**src/rtl/sc_seq_pkg.sv**
```systemverilog
package sc_seq_pkg;
  localparam int unsigned SC_NFLT = 3;

  typedef enum logic [2:0] {
    ST_IDLE,
    ST_PWR,
    ST_IO,
    ST_CLK,
    ST_RUN,
    ST_DRST,
    ST_DCLK,
    ST_DIO
  } seq_st_e;
endpackage

```
**src/rtl/sc_flt_mon.sv**
```systemverilog
module sc_flt_mon #(
  parameter int unsigned NF = 3
) (
  input  logic          clk,
  input  logic          rst,
  input  logic [NF-1:0] flt_in,
  input  logic          card_present,
  output logic          hw_q,
  output logic          absent_q
);
  logic [NF-1:0] flt_r;

  for (genvar g = 0; g < NF; g++) begin : g_flt
    always_ff @(posedge clk) begin
      if (rst) flt_r[g] <= 1'b0;
      else     flt_r[g] <= flt_in[g];
    end
  end

  always_ff @(posedge clk) begin
    if (rst) absent_q <= 1'b0;
    else     absent_q <= ~card_present;
  end

  assign hw_q = |flt_r;

  p_flt_seen_r7: assert property (@(posedge clk) disable iff (rst)
    (|flt_in) |=> hw_q);
endmodule

```
**src/rtl/sc_pwr_gate.sv**
```systemverilog
module sc_pwr_gate #(
  parameter int unsigned LOCK_CYC = 2500000
) (
  input  logic clk,
  input  logic rst,
  input  logic pd_req,
  input  logic idle_ok,
  output logic pd_active,
  output logic lock_done
);
  localparam int unsigned LW = $clog2(LOCK_CYC + 1);
  localparam logic [LW-1:0] LOCK_LD = LW'(LOCK_CYC);

  logic [LW-1:0] lock_cnt;

  always_ff @(posedge clk) begin
    if (rst) begin
      pd_active <= 1'b0;
      lock_cnt  <= LOCK_LD;
    end else begin
      pd_active <= pd_req & (pd_active | idle_ok);
      if (pd_active)           lock_cnt <= LOCK_LD;
      else if (lock_cnt != '0) lock_cnt <= lock_cnt - 1'b1;
    end
  end

  assign lock_done = (lock_cnt == '0);

  p_pd_entry_idle_r9: assert property (@(posedge clk) disable iff (rst)
    $rose(pd_active) |-> $past(idle_ok));
  p_pd_exit_lock_r9: assert property (@(posedge clk) disable iff (rst)
    $fell(pd_active) |-> !lock_done);
endmodule

```
**src/rtl/sc_step_seq.sv**
```systemverilog
module sc_step_seq
  import sc_seq_pkg::*;
#(
  parameter int unsigned STEP_DLY   = 16,
  parameter int unsigned DEACT_STEP = 4
) (
  input  logic clk,
  input  logic rst,
  input  logic cmd_n,
  input  logic pwr_good,
  input  logic hw_q,
  input  logic absent_q,
  input  logic lock_done,
  input  logic pd_active,
  output logic seq_idle,
  output logic irq_n,
  output logic vcc_en,
  output logic card_rst_n,
  output logic clk_en,
  output logic io_en,
  output logic deact_done
);
  localparam int unsigned MAXD = (STEP_DLY > DEACT_STEP) ? STEP_DLY : DEACT_STEP;
  localparam int unsigned CW   = $clog2(MAXD + 1);
  localparam logic [CW-1:0] A_LD = CW'(STEP_DLY - 1);
  localparam logic [CW-1:0] D_LD = CW'(DEACT_STEP - 1);

  seq_st_e       st;
  logic [CW-1:0] cnt;
  logic          cmd_q;
  logic          cmd_fall;
  logic          flt_any;
  logic          abort;

  assign cmd_fall = cmd_q & ~cmd_n;
  assign flt_any  = hw_q | absent_q;
  assign abort    = cmd_n | flt_any;
  assign seq_idle = (st == ST_IDLE);

  always_ff @(posedge clk) begin
    if (rst) begin
      st         <= ST_IDLE;
      cnt        <= '0;
      cmd_q      <= 1'b1;
      irq_n      <= 1'b0;
      vcc_en     <= 1'b0;
      card_rst_n <= 1'b0;
      clk_en     <= 1'b0;
      io_en      <= 1'b0;
      deact_done <= 1'b0;
    end else begin
      cmd_q <= cmd_n;
      unique case (st)
        ST_IDLE: begin
          irq_n <= ~absent_q & ~hw_q;
          if (cmd_fall && lock_done && !pd_active && irq_n) begin
            st         <= ST_PWR;
            vcc_en     <= 1'b1;
            cnt        <= A_LD;
            deact_done <= 1'b0;
          end
        end
        ST_PWR, ST_IO, ST_CLK, ST_RUN: begin
          if (abort) begin
            st         <= ST_DRST;
            card_rst_n <= 1'b0;
            cnt        <= D_LD;
            if (flt_any) irq_n <= 1'b0;
          end else begin
            unique case (st)
              ST_PWR: begin
                if (!pwr_good)      cnt <= A_LD;
                else if (cnt == '0) begin
                  st    <= ST_IO;
                  io_en <= 1'b1;
                  cnt   <= A_LD;
                end else            cnt <= cnt - 1'b1;
              end
              ST_IO: begin
                if (cnt == '0) begin
                  st     <= ST_CLK;
                  clk_en <= 1'b1;
                  cnt    <= A_LD;
                end else cnt <= cnt - 1'b1;
              end
              ST_CLK: begin
                if (cnt == '0) begin
                  st         <= ST_RUN;
                  card_rst_n <= 1'b1;
                end else cnt <= cnt - 1'b1;
              end
              default: ;
            endcase
          end
        end
        ST_DRST, ST_DCLK, ST_DIO: begin
          if (flt_any) irq_n <= 1'b0;
          if (cnt == '0) begin
            cnt <= D_LD;
            unique case (st)
              ST_DRST: begin st <= ST_DCLK; clk_en <= 1'b0; end
              ST_DCLK: begin st <= ST_DIO;  io_en  <= 1'b0; end
              default: begin
                st         <= ST_IDLE;
                vcc_en     <= 1'b0;
                deact_done <= 1'b1;
              end
            endcase
          end else cnt <= cnt - 1'b1;
        end
        default: st <= ST_IDLE;
      endcase
    end
  end

  p_act_gated_r2: assert property (@(posedge clk) disable iff (rst)
    $rose(vcc_en) |-> $past(lock_done) && !$past(pd_active) && $past(irq_n));
  p_io_under_vcc_r4: assert property (@(posedge clk) disable iff (rst)
    io_en |-> vcc_en);
  p_clk_under_io_r4: assert property (@(posedge clk) disable iff (rst)
    clk_en |-> io_en);
  p_rst_under_clk_r4: assert property (@(posedge clk) disable iff (rst)
    card_rst_n |-> clk_en);
  p_vcc_last_r6: assert property (@(posedge clk) disable iff (rst)
    $fell(vcc_en) |-> deact_done && !io_en && !clk_en && !card_rst_n);
  p_flt_irq_r7: assert property (@(posedge clk) disable iff (rst)
    (!seq_idle && flt_any) |=> !irq_n);
  p_irq_blocks_r8: assert property (@(posedge clk) disable iff (rst)
    (seq_idle && !irq_n) |=> !vcc_en);
endmodule

```
**src/rtl/sc_session_seq.sv**
```systemverilog
module sc_session_seq
  import sc_seq_pkg::*;
#(
  parameter int unsigned LOCK_CYC   = 2500000,
  parameter int unsigned STEP_DLY   = 16,
  parameter int unsigned DEACT_STEP = 4
) (
  input  logic clk,
  input  logic rst,
  input  logic cmd_n,
  input  logic card_present,
  input  logic flt_ocp,
  input  logic flt_temp,
  input  logic flt_uv,
  input  logic pwr_good,
  input  logic pd_req,
  output logic irq_n,
  output logic vcc_en,
  output logic card_rst_n,
  output logic clk_en,
  output logic io_en,
  output logic deact_done,
  output logic pd_active
);
  logic hw_q, absent_q, lock_done, seq_idle;

  sc_flt_mon #(.NF(SC_NFLT)) i_flt (
    .clk          (clk),
    .rst          (rst),
    .flt_in       ({flt_uv, flt_temp, flt_ocp}),
    .card_present (card_present),
    .hw_q         (hw_q),
    .absent_q     (absent_q)
  );

  sc_pwr_gate #(.LOCK_CYC(LOCK_CYC)) i_pwr (
    .clk       (clk),
    .rst       (rst),
    .pd_req    (pd_req),
    .idle_ok   (seq_idle & cmd_n),
    .pd_active (pd_active),
    .lock_done (lock_done)
  );

  sc_step_seq #(.STEP_DLY(STEP_DLY), .DEACT_STEP(DEACT_STEP)) i_seq (
    .clk        (clk),
    .rst        (rst),
    .cmd_n      (cmd_n),
    .pwr_good   (pwr_good),
    .hw_q       (hw_q),
    .absent_q   (absent_q),
    .lock_done  (lock_done),
    .pd_active  (pd_active),
    .seq_idle   (seq_idle),
    .irq_n      (irq_n),
    .vcc_en     (vcc_en),
    .card_rst_n (card_rst_n),
    .clk_en     (clk_en),
    .io_en      (io_en),
    .deact_done (deact_done)
  );

  p_pd_in_session_r9: assert property (@(posedge clk) disable iff (rst)
    (vcc_en && !seq_idle) |=> !$rose(pd_active));
endmodule

```
**config.mk**
```make
export PLATFORM = sky130hd
export DESIGN_NAME = sc_session_seq
export DESIGN_NICKNAME = d
export VERILOG_FILES = /design/src/rtl/sc_seq_pkg.sv /design/src/rtl/sc_flt_mon.sv /design/src/rtl/sc_pwr_gate.sv /design/src/rtl/sc_step_seq.sv /design/src/rtl/sc_session_seq.sv
export SDC_FILE = /design/constraint.sdc
export NUM_CORES = 1
export LEC_CHECK = 0
export BUFFER_PORTS_ARGS = -buffer_cell sky130_fd_sc_hd__buf_2
export CORE_UTILIZATION = 30
export CTS_CLUSTER_SIZE = 10
export DETAILED_ROUTE_END_ITERATION = 16
export GPL_ROUTABILITY_DRIVEN = 1
export GPL_TIMING_DRIVEN = 0
export SYNTH_ARGS = -nofsm -noshare
export SYNTH_HDL_FRONTEND = slang
export SYNTH_SLANG_ARGS = --single-unit
```
**constraint.sdc**
```tcl
create_clock -name clk -period 1.95 [get_ports clk]
set_input_delay 0.39 -clock clk [delete_from_list [all_inputs] [get_ports clk]]
set_output_delay 0.39 -clock clk [all_outputs]
set_load 0.02 [all_outputs]
```
==> results of run 1 <==
## timing repair
action,in CTS,in global routing
endpoints found under the setup margin,27,24
pin swaps,10,13
gates resized for setup,31,24
buffers inserted,11,2
gates cloned,1,0
hold buffers,0,0
## routing by layer
metal,routed length (um),vias up,track usage
met3,139,6,0.02984
met2,2511,40,0.2330
met4,44,0,0.05606
met5,0,-,0
met1,2529,926,0.1920
li1,-,981,-
## layout make-up
type                       instances  area [um^2]
multi-input combinational        189         1386
clock buffer                       6        72.57
buffer                            10        57.56
tap                               96        120.1
timing repair buffer              28        178.9
clock inverter                     2        13.76
sequential                        42        859.6
inverter                           6        22.52
fill                             714         4120
## state kept, by name (all words and copies together), names as in the netlist
register,flops
i_seq.st,3
i_seq.cnt,5
i_pwr.pd_active,1
i_seq.card_rst_n,1
i_pwr.lock_cnt,22
i_seq.irq_n,1
i_seq.vcc_en,1
i_seq.clk_en,1
i_seq.deact_done,1
i_seq.io_en,1
i_flt.flt_r,3
i_seq.cmd_q,1
i_flt.absent_q,1
## worst paths after layout
check | from | end | slack, ns | cells past startpoint
worst max-delay path | i_pwr.lock_cnt[8]$_SDFFE_PP1P_ | i_pwr.lock_cnt[19]$_SDFFE_PP0P_ | -0.11 | 6
worst max register to register | i_pwr.lock_cnt[8]$_SDFFE_PP1P_ | i_pwr.lock_cnt[19]$_SDFFE_PP0P_ | -0.11 | 6
worst min register to register | i_seq.vcc_en$_SDFFE_PP0P_ | i_seq.vcc_en$_SDFFE_PP0P_ | 0.48 | 1
worst min-delay path | card_present | i_flt.absent_q$_SDFF_PP0_ | 0.23 | 2
## kinds of logic after synthesis
logic type | after synthesis | synth area share
multiplexers | 3 | 0.01472
buffers and inverters | 17 | 0.03710
adder cells (fa/ha/maj) | 2 | 0.01178
AND/OR/NAND/NOR | 109 | 0.2915
flip-flops | 42 | 0.3958
XOR/XNOR | 10 | 0.04122
AO/OA/AOI/OAI | 65 | 0.2079
## layout by cell type (no fill, tap or decap), types with 3 or more instances in the layout
cell      instances
nand3_1           4
buf_4            14
nand2_1          13
a31oi_1           4
and3_1            3
nor4_1            4
o21ai_0          12
a211oi_1          4
buf_2            14
clkbuf_1          7
nand4_1           4
a21oi_1          16
nor2_4            3
dfxtp_1          35
xnor2_1           4
xor2_1            5
or2_2             6
dfxtp_4           4
o21a_1            5
dfxtp_2           3
nor2b_1           5
o221a_2           3
or4_4             6
nor3_1            5
or3_1             7
nor2_1           27
inv_1             4
buf_6             3
clkbuf_8          5
## report_power, final
part / total, mW / internal [mW] / leakage, nW / switching [mW]
Combinational: 0.550 / 0.265 / 0.558 / 0.285
Sequential: 0.993 / 0.918 / 0.346 / 0.0751
Clock: 0.575 / 0.253 / 0.0452 / 0.321
Total: 2.12 / 1.44 / 0.949 / 0.681
==> flow_metrics.tcl, run 1 <==
set metrics [dict create \
    final_area_mm2 0.002711 \
    p_total_mw 2.118 \
    vias 1953 \
    synth_area_mm2 0.002125 \
    leakagePower_nw 0.9494 \
    period_needed_ns 2.060 \
    drive_gt1_frac 0.3251 \
    synth_seq_cells 42 \
    vdd_drop_max_v 0.0003485 \
    cp.required_ns 2.14 \
    clk_latency_ns 0.30 \
    setup-tns-final_ns -0.6499 \
    clkTransAtPathRegs_ns 0.08 \
    powerDensity_mw_per_mm2 781.1 \
    grt_start_max_net_pins 14 \
    post_drt_wl_per_cell_um 13.78 \
    syn_to_final_growth_pct 27.62 \
    grt_overflow 0 \
    yosysMostFrequentCell "dfxtp_1" \
    max_freq_mhz 485.5 \
    grt_pass1_wl_um 8404 \
    wl_um 5224 \
    crit_top_cell "or4_4" \
    clk_path_buf_depth 2 \
    yosysSeqAreaShare 0.3958 \
    cts_inserted_buffers 5 \
    status "complete, but fails checks" \
    synthTopCellsByCount "42 x dfxtp_1, 29 x nor2_1, 18 x a21oi_1" \
    critical_path_class "reg2reg" \
    ys.flop_type "dfxtp_1" \
    clock_skew_ns 0.01355 \
    cp_cell_sequence "or4_4 -> or4_4 -> o21ai_4 -> buf_6 -> nor4_1 -> o21a_1" \
    endpoint_kind "flip-flop" \
    drtPass1Iterations 4 \
    relSlewSlack 0.5145 \
    violations "negative setup slack" \
    die_w_um 86.16 \
    layout.nets 293 \
    cts_tree "done" \
    root_buffer "clkbuf_8" \
    diodes 0 \
    die_h_um 86.16 \
    hp-class "in2reg" \
    post_synth.cell_area_avg_um2 8.567 \
    ioPinCount 16 \
    antenna_found_initial 0 \
    clock-sinks 42 \
    timing.max_cap.violations 0 \
    cp_num_buf_inv 1 \
    timing.final.hold_violations 0 \
    drc 0 \
    worst_pin_slew_ns 0.7255 \
    port_buffers 14 \
    final_core_util 0.3969 \
    synth_cells 248 \
    netlist.area_leader.share 0.3958 \
    place_ws_ns -0.3817 \
    crit_fanout 6 \
    dp_cells 358 \
    postRouteAntennaNets 0 \
    final_cells 379 \
    yosysWarnings 0 \
    htreeDepth 2 \
    dpl_cell_area_mm2 0.002320 \
    slew_viol_final 0 \
    finalSetupViolCount 13 \
    dieArea_mm2 0.007423 \
    synth.distinct_cells 54 \
    grt_pass1_vias 1760 \
    fin_crit_sh 1.056 \
    yosysTopAreaCell "dfxtp_1" \
    syn_nets 259 \
    routabilityCongestion 0.8222 \
    core_area_mm2 0.006832 \
    start_util 0.3110 \
    grt_use_total 0.1456 \
    drt_iter0_drc 69 \
    cpPeakStageDelay_ns 0.57 \
    worstPathArrival_ns 2.25 \
    synth_edf_count 0 \
    dp_hpwl_um 3411 \
    critical-path-top-delay-family "simple AND/OR/NAND/NOR gates" \
    slowest_stage "or4_4" \
    rsz0062_at_grt "true" \
    hold_slack_ns 0.2343 \
    cp-start-kind "flip-flop" \
    async_flop_share 0 \
    vias_per_cell 5.153 \
    rows 30 \
    synth_area_leaders "dfxtp_1 40%, nor2_1 5.1%, a21oi_1 4.2%, o21ai_0 3.3%, or3_1 2.4%" \
    fin_ws_ns -0.1096 \
]
(Power assumes the default switching activity.)
==> run 2, diff against run 1 <==
- CTS_CLUSTER_SIZE: 10 -> default
- clock period: 1.95 -> 1.8 ns (I/O delays scaled with it)
==> run 2 against run 1 <==
Against the previous run: the run still ends with negative setup slack left; power up 21%; wire length shrank 1.4%; hold slack lost 0.030 ns; critical path type unchanged; largest cell class unchanged; largest power group unchanged.
==> flow_metrics.tcl, run 2 (synthesized netlist as in run 1, its figures left out) <==
set metrics [dict create \
    grt_use_total 0.1380 \
    dp_hpwl_um 3413 \
    port_buffers 14 \
    cp-start-kind "flip-flop" \
    most-common-layout-cells "31 x dfxtp_1, 26 x nor2_1, 16 x buf_4" \
    r2r_end "i_pwr.lock_cnt[19]$_SDFFE_PP0P_" \
    timing.final.hold_violations 0 \
    start_util 0.3110 \
    cp.required_ns 1.98 \
    max_freq_mhz 494.0 \
    slew_viol_final 0 \
    leakagePower_nw 1.011 \
    drtPass1Iterations 4 \
    die_h_um 86.16 \
    largestRegisters "i_pwr.lock_cnt (22), i_seq.cnt (5)" \
    hp-start "card_present" \
    grt_overflow 0 \
    violations "negative setup slack" \
    cts_tree "done" \
    finalSetupViolCount 23 \
    wl_um 5151 \
    p_total_mw 2.572 \
    rows 30 \
    hp-class "in2reg" \
    largest_reg_flops 22 \
    root_buffer "clkbuf_8" \
    clk_path_buf_depth 2 \
    core_area_mm2 0.006832 \
    layout.nets 297 \
    cpPeakStageDelay_ns 0.55 \
    final_core_util 0.4156 \
    regToRegSetupSlack_ns -0.22 \
    relSlewSlack 0.5334 \
    worst_pin_slew_ns 0.6974 \
    htreeDepth 2 \
    drc 0 \
    endpoint_kind "flip-flop" \
    grt_pass1_vias 1732 \
    clkTransAtPathRegs_ns 0.08 \
    period_needed_ns 2.024 \
    grt_start_max_net_pins 15 \
    dieArea_mm2 0.007423 \
    fin_ws_ns -0.2242 \
    routabilityCongestion 0.7942 \
    worstPathArrival_ns 2.21 \
    vdd_drop_max_v 0.0005610 \
    final_common_cell "dfxtp_1" \
    clock_skew_ns 0.01339 \
    diodes 0 \
    critical_path_class "reg2reg" \
    dp_cells 358 \
    reg2reg_depth 6 \
    crit_fanout 6 \
    clock-sinks 42 \
    powerDensity_mw_per_mm2 906.0 \
    regMostFlops "i_pwr.lock_cnt" \
    crit_top_cell "or4_4" \
    syn_to_final_growth_pct 33.63 \
    clk_latency_ns 0.30 \
    ioPinCount 16 \
    post_drt_wl_per_cell_um 13.45 \
    r2r_start "i_pwr.lock_cnt[8]$_SDFFE_PP1P_" \
    min_path_cells 2 \
    vias_per_cell 5.068 \
    critical-path-top-delay-family "simple AND/OR/NAND/NOR gates" \
    cts_inserted_buffers 5 \
    postRouteAntennaNets 0 \
    status "complete, but fails checks" \
    drive_gt1_frac 0.3763 \
    grt_pass1_wl_um 8162 \
    cp_num_buf_inv 1 \
    setup-tns-final_ns -3.494 \
    final_cells 383 \
    vias 1941 \
    holdPathEnd "i_flt.absent_q$_SDFF_PP0_" \
    rsz0062_at_grt "true" \
    cp_cell_sequence "or4_4 -> or4_4 -> o21ai_4 -> buf_6 -> nor4_4 -> o21a_1" \
    slowest_stage "or4_4" \
    antenna_found_initial 0 \
    die_w_um 86.16 \
    drt_iter0_drc 94 \
    fin_crit_sh 1.125 \
    fillCellCount 699 \
    timing.max_cap.violations 0 \
]
run 2: metrics by stage:
stage	instance area [um^2]	hold slack, ns	setup slack, ns
after global routing	2839	0.2012	-0.2832
after detailed placement	2369	0.4585	-0.4403
after floorplan	2178	0.4267	-0.1256
after global placement	2369	0.4498	-0.4015
final	2839	0.2047	-0.2242
after CTS	2606	0.1992	-0.2379
run 2: metal layers:
metal / global-route usage / vias to the layer above / part of all wire
met3: 0.03272 / 7 / 0.026
met5: 0 / - / 0
li1: - / 991 / -
met2: 0.2330 / 28 / 0.51
met1: 0.1760 / 915 / 0.45
met4: 0.03636 / 0 / 0.0085
run 2: worst max-delay path by stage:
stage / from / to / slack [ns] / depth (start not counted)
floorplan: i_pwr.lock_cnt[8]$_SDFFE_PP1P_ / i_pwr.lock_cnt[19]$_SDFFE_PP0P_ / -0.13 / 6
global placement: i_pwr.lock_cnt[0]$_SDFFE_PP0P_ / i_seq.cnt[1]$_SDFFE_PP0P_ / -0.40 / 8
detailed placement: i_pwr.lock_cnt[0]$_SDFFE_PP0P_ / i_seq.cnt[0]$_SDFFE_PP0P_ / -0.44 / 8
CTS: i_pwr.lock_cnt[8]$_SDFFE_PP1P_ / i_pwr.lock_cnt[19]$_SDFFE_PP0P_ / -0.24 / 6
global route: i_pwr.lock_cnt[8]$_SDFFE_PP1P_ / i_pwr.lock_cnt[13]$_SDFFE_PP1P_ / -0.28 / 6
finish: i_pwr.lock_cnt[8]$_SDFFE_PP1P_ / i_pwr.lock_cnt[19]$_SDFFE_PP0P_ / -0.22 / 6
run 2: repair_timing:
| action | 4_1_cts | 5_1_grt |
|---|---|---|
| gates resized for setup | 12 | 45 |
| hold buffers | 0 | 0 |
| pin swaps | 7 | 16 |
| setup endpoints to repair | 28 | 35 |
| cloned | 1 | 0 |
| setup buffers | 7 | 10 |
run 2: power by group:
| part | switching (mW) | internal (mW) |
|---|---|---|
| Combinational | 0.299 | 0.284 |
| Clock | 0.350 | 0.556 |
| Sequential | 0.0869 | 0.997 |
run 2: final cells by class:
cell class	count	area, um^2	area share
plain buffers	10	61.31	0.02160
clock buffers	5	68.82	0.02424
clock inverters	3	68.82	0.02424
inverters	6	22.52	0.007933
multi-input cells	189	1420	0.5002
flip-flops and latches	42	857.1	0.3019
well taps	96	120.1	0.04231
repair buffers	32	220.2	0.07757
==> run 3, diff against run 2 <==
- ABC_AREA: default -> 1
- CTS_BUF_LIST: default -> sky130_fd_sc_hd__clkbuf_8
==> run 3 against run 2 <==
Against the previous run: the flow now finishes without violations; sequential share of layout area up 1.5 points; non-clock buffer count down 20; hold slack better by 0.012 ns; setup slack better by 0.37 ns; final cell count up 24%; critical path depth up 4; wire length up 1.1%; area after synthesis up 7.1%; power down 24%; largest cell class unchanged; synthesized cell count up 41%; sequential power down 9%.
==> flow_metrics.tcl, run 3 <==
set metrics [dict create \
    synthTopCellsByCount "89 x nand2_1, 60 x nor2_1, 42 x dfxtp_1" \
    routabilityCongestion 0.8613 \
    clock-sinks 42 \
    ys.flop_type "dfxtp_1" \
    power.share.sequential 0.508 \
    dp_hpwl_um 3946 \
    final_area_mm2 0.002654 \
    dpl_cell_area_mm2 0.002475 \
    critical_path_class "reg2reg" \
    antenna_found_initial 0 \
    wl_um 5209 \
    worstPathArrival_ns 1.81 \
    crit_fanout 10 \
    period_needed_ns 1.656 \
    largestRegisters "i_pwr.lock_cnt (22), i_seq.cnt (5)" \
    dieArea_mm2 0.007939 \
    vias_per_cell 4.554 \
    netlist.area_leader.share 0.3694 \
    powerDensity_mw_per_mm2 731.8 \
    slew_viol_final 0 \
    async_flop_share 0 \
    synth_cells 350 \
    layout.nets 386 \
    regMostFlops "i_pwr.lock_cnt" \
    p_total_mw 1.942 \
    start_util 0.3121 \
    cts_inserted_buffers 5 \
    reg2reg_depth 10 \
    yosysMostFrequentCell "nand2_1" \
    clkTransAtPathRegs_ns 0.09 \
    grt_use_total 0.1428 \
    largest_reg_flops 22 \
    cts_tree "done" \
    htreeDepth 2 \
    synth_area_mm2 0.002276 \
    core_area_mm2 0.007292 \
    drt_iter0_drc 107 \
    timing.final.hold_violations 0 \
    grt_overflow 0 \
    leakagePower_nw 1.170 \
    syn_to_final_growth_pct 16.60 \
    drtPass1Iterations 4 \
    finalSetupViolCount 0 \
    synth_edf_count 0 \
    grt_pass1_wl_um 8694 \
    clockPowerShare 0.384 \
    max_freq_mhz 604.0 \
    endpoint_kind "flip-flop" \
    yosysWarnings 0 \
    die_h_um 89.10 \
    post_synth.cell_area_avg_um2 6.503 \
    hp-class "in2reg" \
    root_buffer "clkbuf_8" \
    clk_path_buf_depth 2 \
    switching_share 0.2538 \
    yosysTopAreaCell "dfxtp_1" \
    die_w_um 89.10 \
    fin_ws_ns 0.1443 \
    switchingPower_mw 0.4930 \
    p_comb_frac 0.108 \
    place_ws_ns -0.1733 \
    port_buffers 15 \
    min_path_cells 2 \
    diodes 0 \
    most-common-layout-cells "86 x nand2_1, 58 x nor2_1, 42 x dfxtp_1" \
    yosysSeqAreaShare 0.3694 \
    status "completed" \
    rows 31 \
    worst_pin_slew_ns 0.4541 \
    postRouteAntennaNets 0 \
    vdd_drop_max_v 0.0003875 \
    post_drt_wl_per_cell_um 10.97 \
    drc 0 \
    regToRegSetupSlack_ns 0.14 \
    synth.distinct_cells 33 \
    cp-start-kind "flip-flop" \
    final_common_cell "nand2_1" \
    ioPinCount 16 \
    p_int_mw 1.449 \
    relSlewSlack 0.6973 \
    synth_area_leaders "dfxtp_1 37%, nand2_1 15%, nor2_1 9.9%, inv_1 6.6%, a21oi_1 5.7%" \
    clk_latency_ns 0.30 \
    rsz0062_at_grt "false" \
    fillCellCount 817 \
    grt_start_max_net_pins 14 \
    syn_nets 361 \
    vias 2163 \
    synth_seq_cells 42 \
    cp.required_ns 1.95 \
    clock_skew_ns 0.01449 \
    drive_gt1_frac 0.1436 \
    grt_pass1_vias 1830 \
    timing.max_cap.violations 0 \
    fin_crit_sh 0.9198 \
]
[run 3: final timing paths]
check	from	endpoint
hold / removal	card_present	i_flt.absent_q$_SDFF_PP0_
hold reg to reg	i_seq.io_en$_SDFFE_PP0P_	i_seq.io_en$_SDFFE_PP0P_
setup / recovery	i_pwr.lock_cnt[0]$_SDFFE_PP0P_	i_pwr.lock_cnt[7]$_SDFFE_PP1P_
setup reg to reg	i_pwr.lock_cnt[0]$_SDFFE_PP0P_	i_pwr.lock_cnt[7]$_SDFFE_PP1P_
[run 3: cell type report]
cell class                      instances  area (um^2)  share of cell area
Clock buffer                            5        68.82             0.02593
Clock inverter                          3        40.04             0.01509
Buffer                                  4        37.54             0.01414
Multi-Input combinational cell        257         1262              0.4757
Tap cell                               99        123.9             0.04668
Sequential cell                        42        840.8              0.3168
Inverter                               47        182.7             0.06884
Timing Repair Buffer                   18        97.59             0.03678
[run 3: worst max-delay path, stage by stage, from the launching register on]
cell,delay [ns]
dfxtp_1,0.33
inv_2,0.11
ha_4,0.19
nand2_2,0.09
nor2_4,0.18
nand2_2,0.09
inv_1,0.10
nand2_4,0.10
buf_6,0.17
nand3_1,0.06
o211ai_1,0.07
[run 3: timing repair]
item,4_1_cts,5_1_grt
gates resized for setup,5,11
hold buffers,0,0
pin swaps,1,1
buffers inserted,0,3
setup endpoints to repair,23,21
[run 3: power by group through the flow]
stage,logic (mW),clock network (mW),registers (mW)
after global placement,0.191,0,1.01
after detailed placement,0.191,0,1.01
after floorplan,0.142,0,1.01
after CTS,0.201,0.774,0.988
final,0.210,0.745,0.987
after global routing,0.237,0.811,0.993
[run 3: cell families after synthesis]
family / Yosys count / share of synthesized area
buf+inv: 51 / 0.09125
fa+ha+maj: 2 / 0.01099
flops: 42 / 0.3694
simple gates: 197 / 0.3744
compound gates: 48 / 0.1155
xor+xnor: 10 / 0.03848
[run 3: through the flow]
stage	setup TNS, ns	cells	hold WS [ns]	util
after floorplan	0	350	0.4267	-
after global placement	-2.162	464	0.4362	0.3394
after detailed placement	-1.907	464	0.4453	0.3394
after CTS	0	472	0.2064	0.3566
after global routing	0	475	0.2078	0.3639
final	0	475	0.2168	0.3639
[run 3: routing by layer]
metal | up-vias | wire [um] | track usage | share of wire
met2 | 35 | 2296 | 0.2137 | 0.44
met5 | - | 0 | 0 | 0
li1 | 1167 | - | - | -
met4 | 0 | 59 | 0.04329 | 0.011
met1 | 956 | 2675 | 0.2064 | 0.51
met3 | 5 | 177 | 0.02770 | 0.034
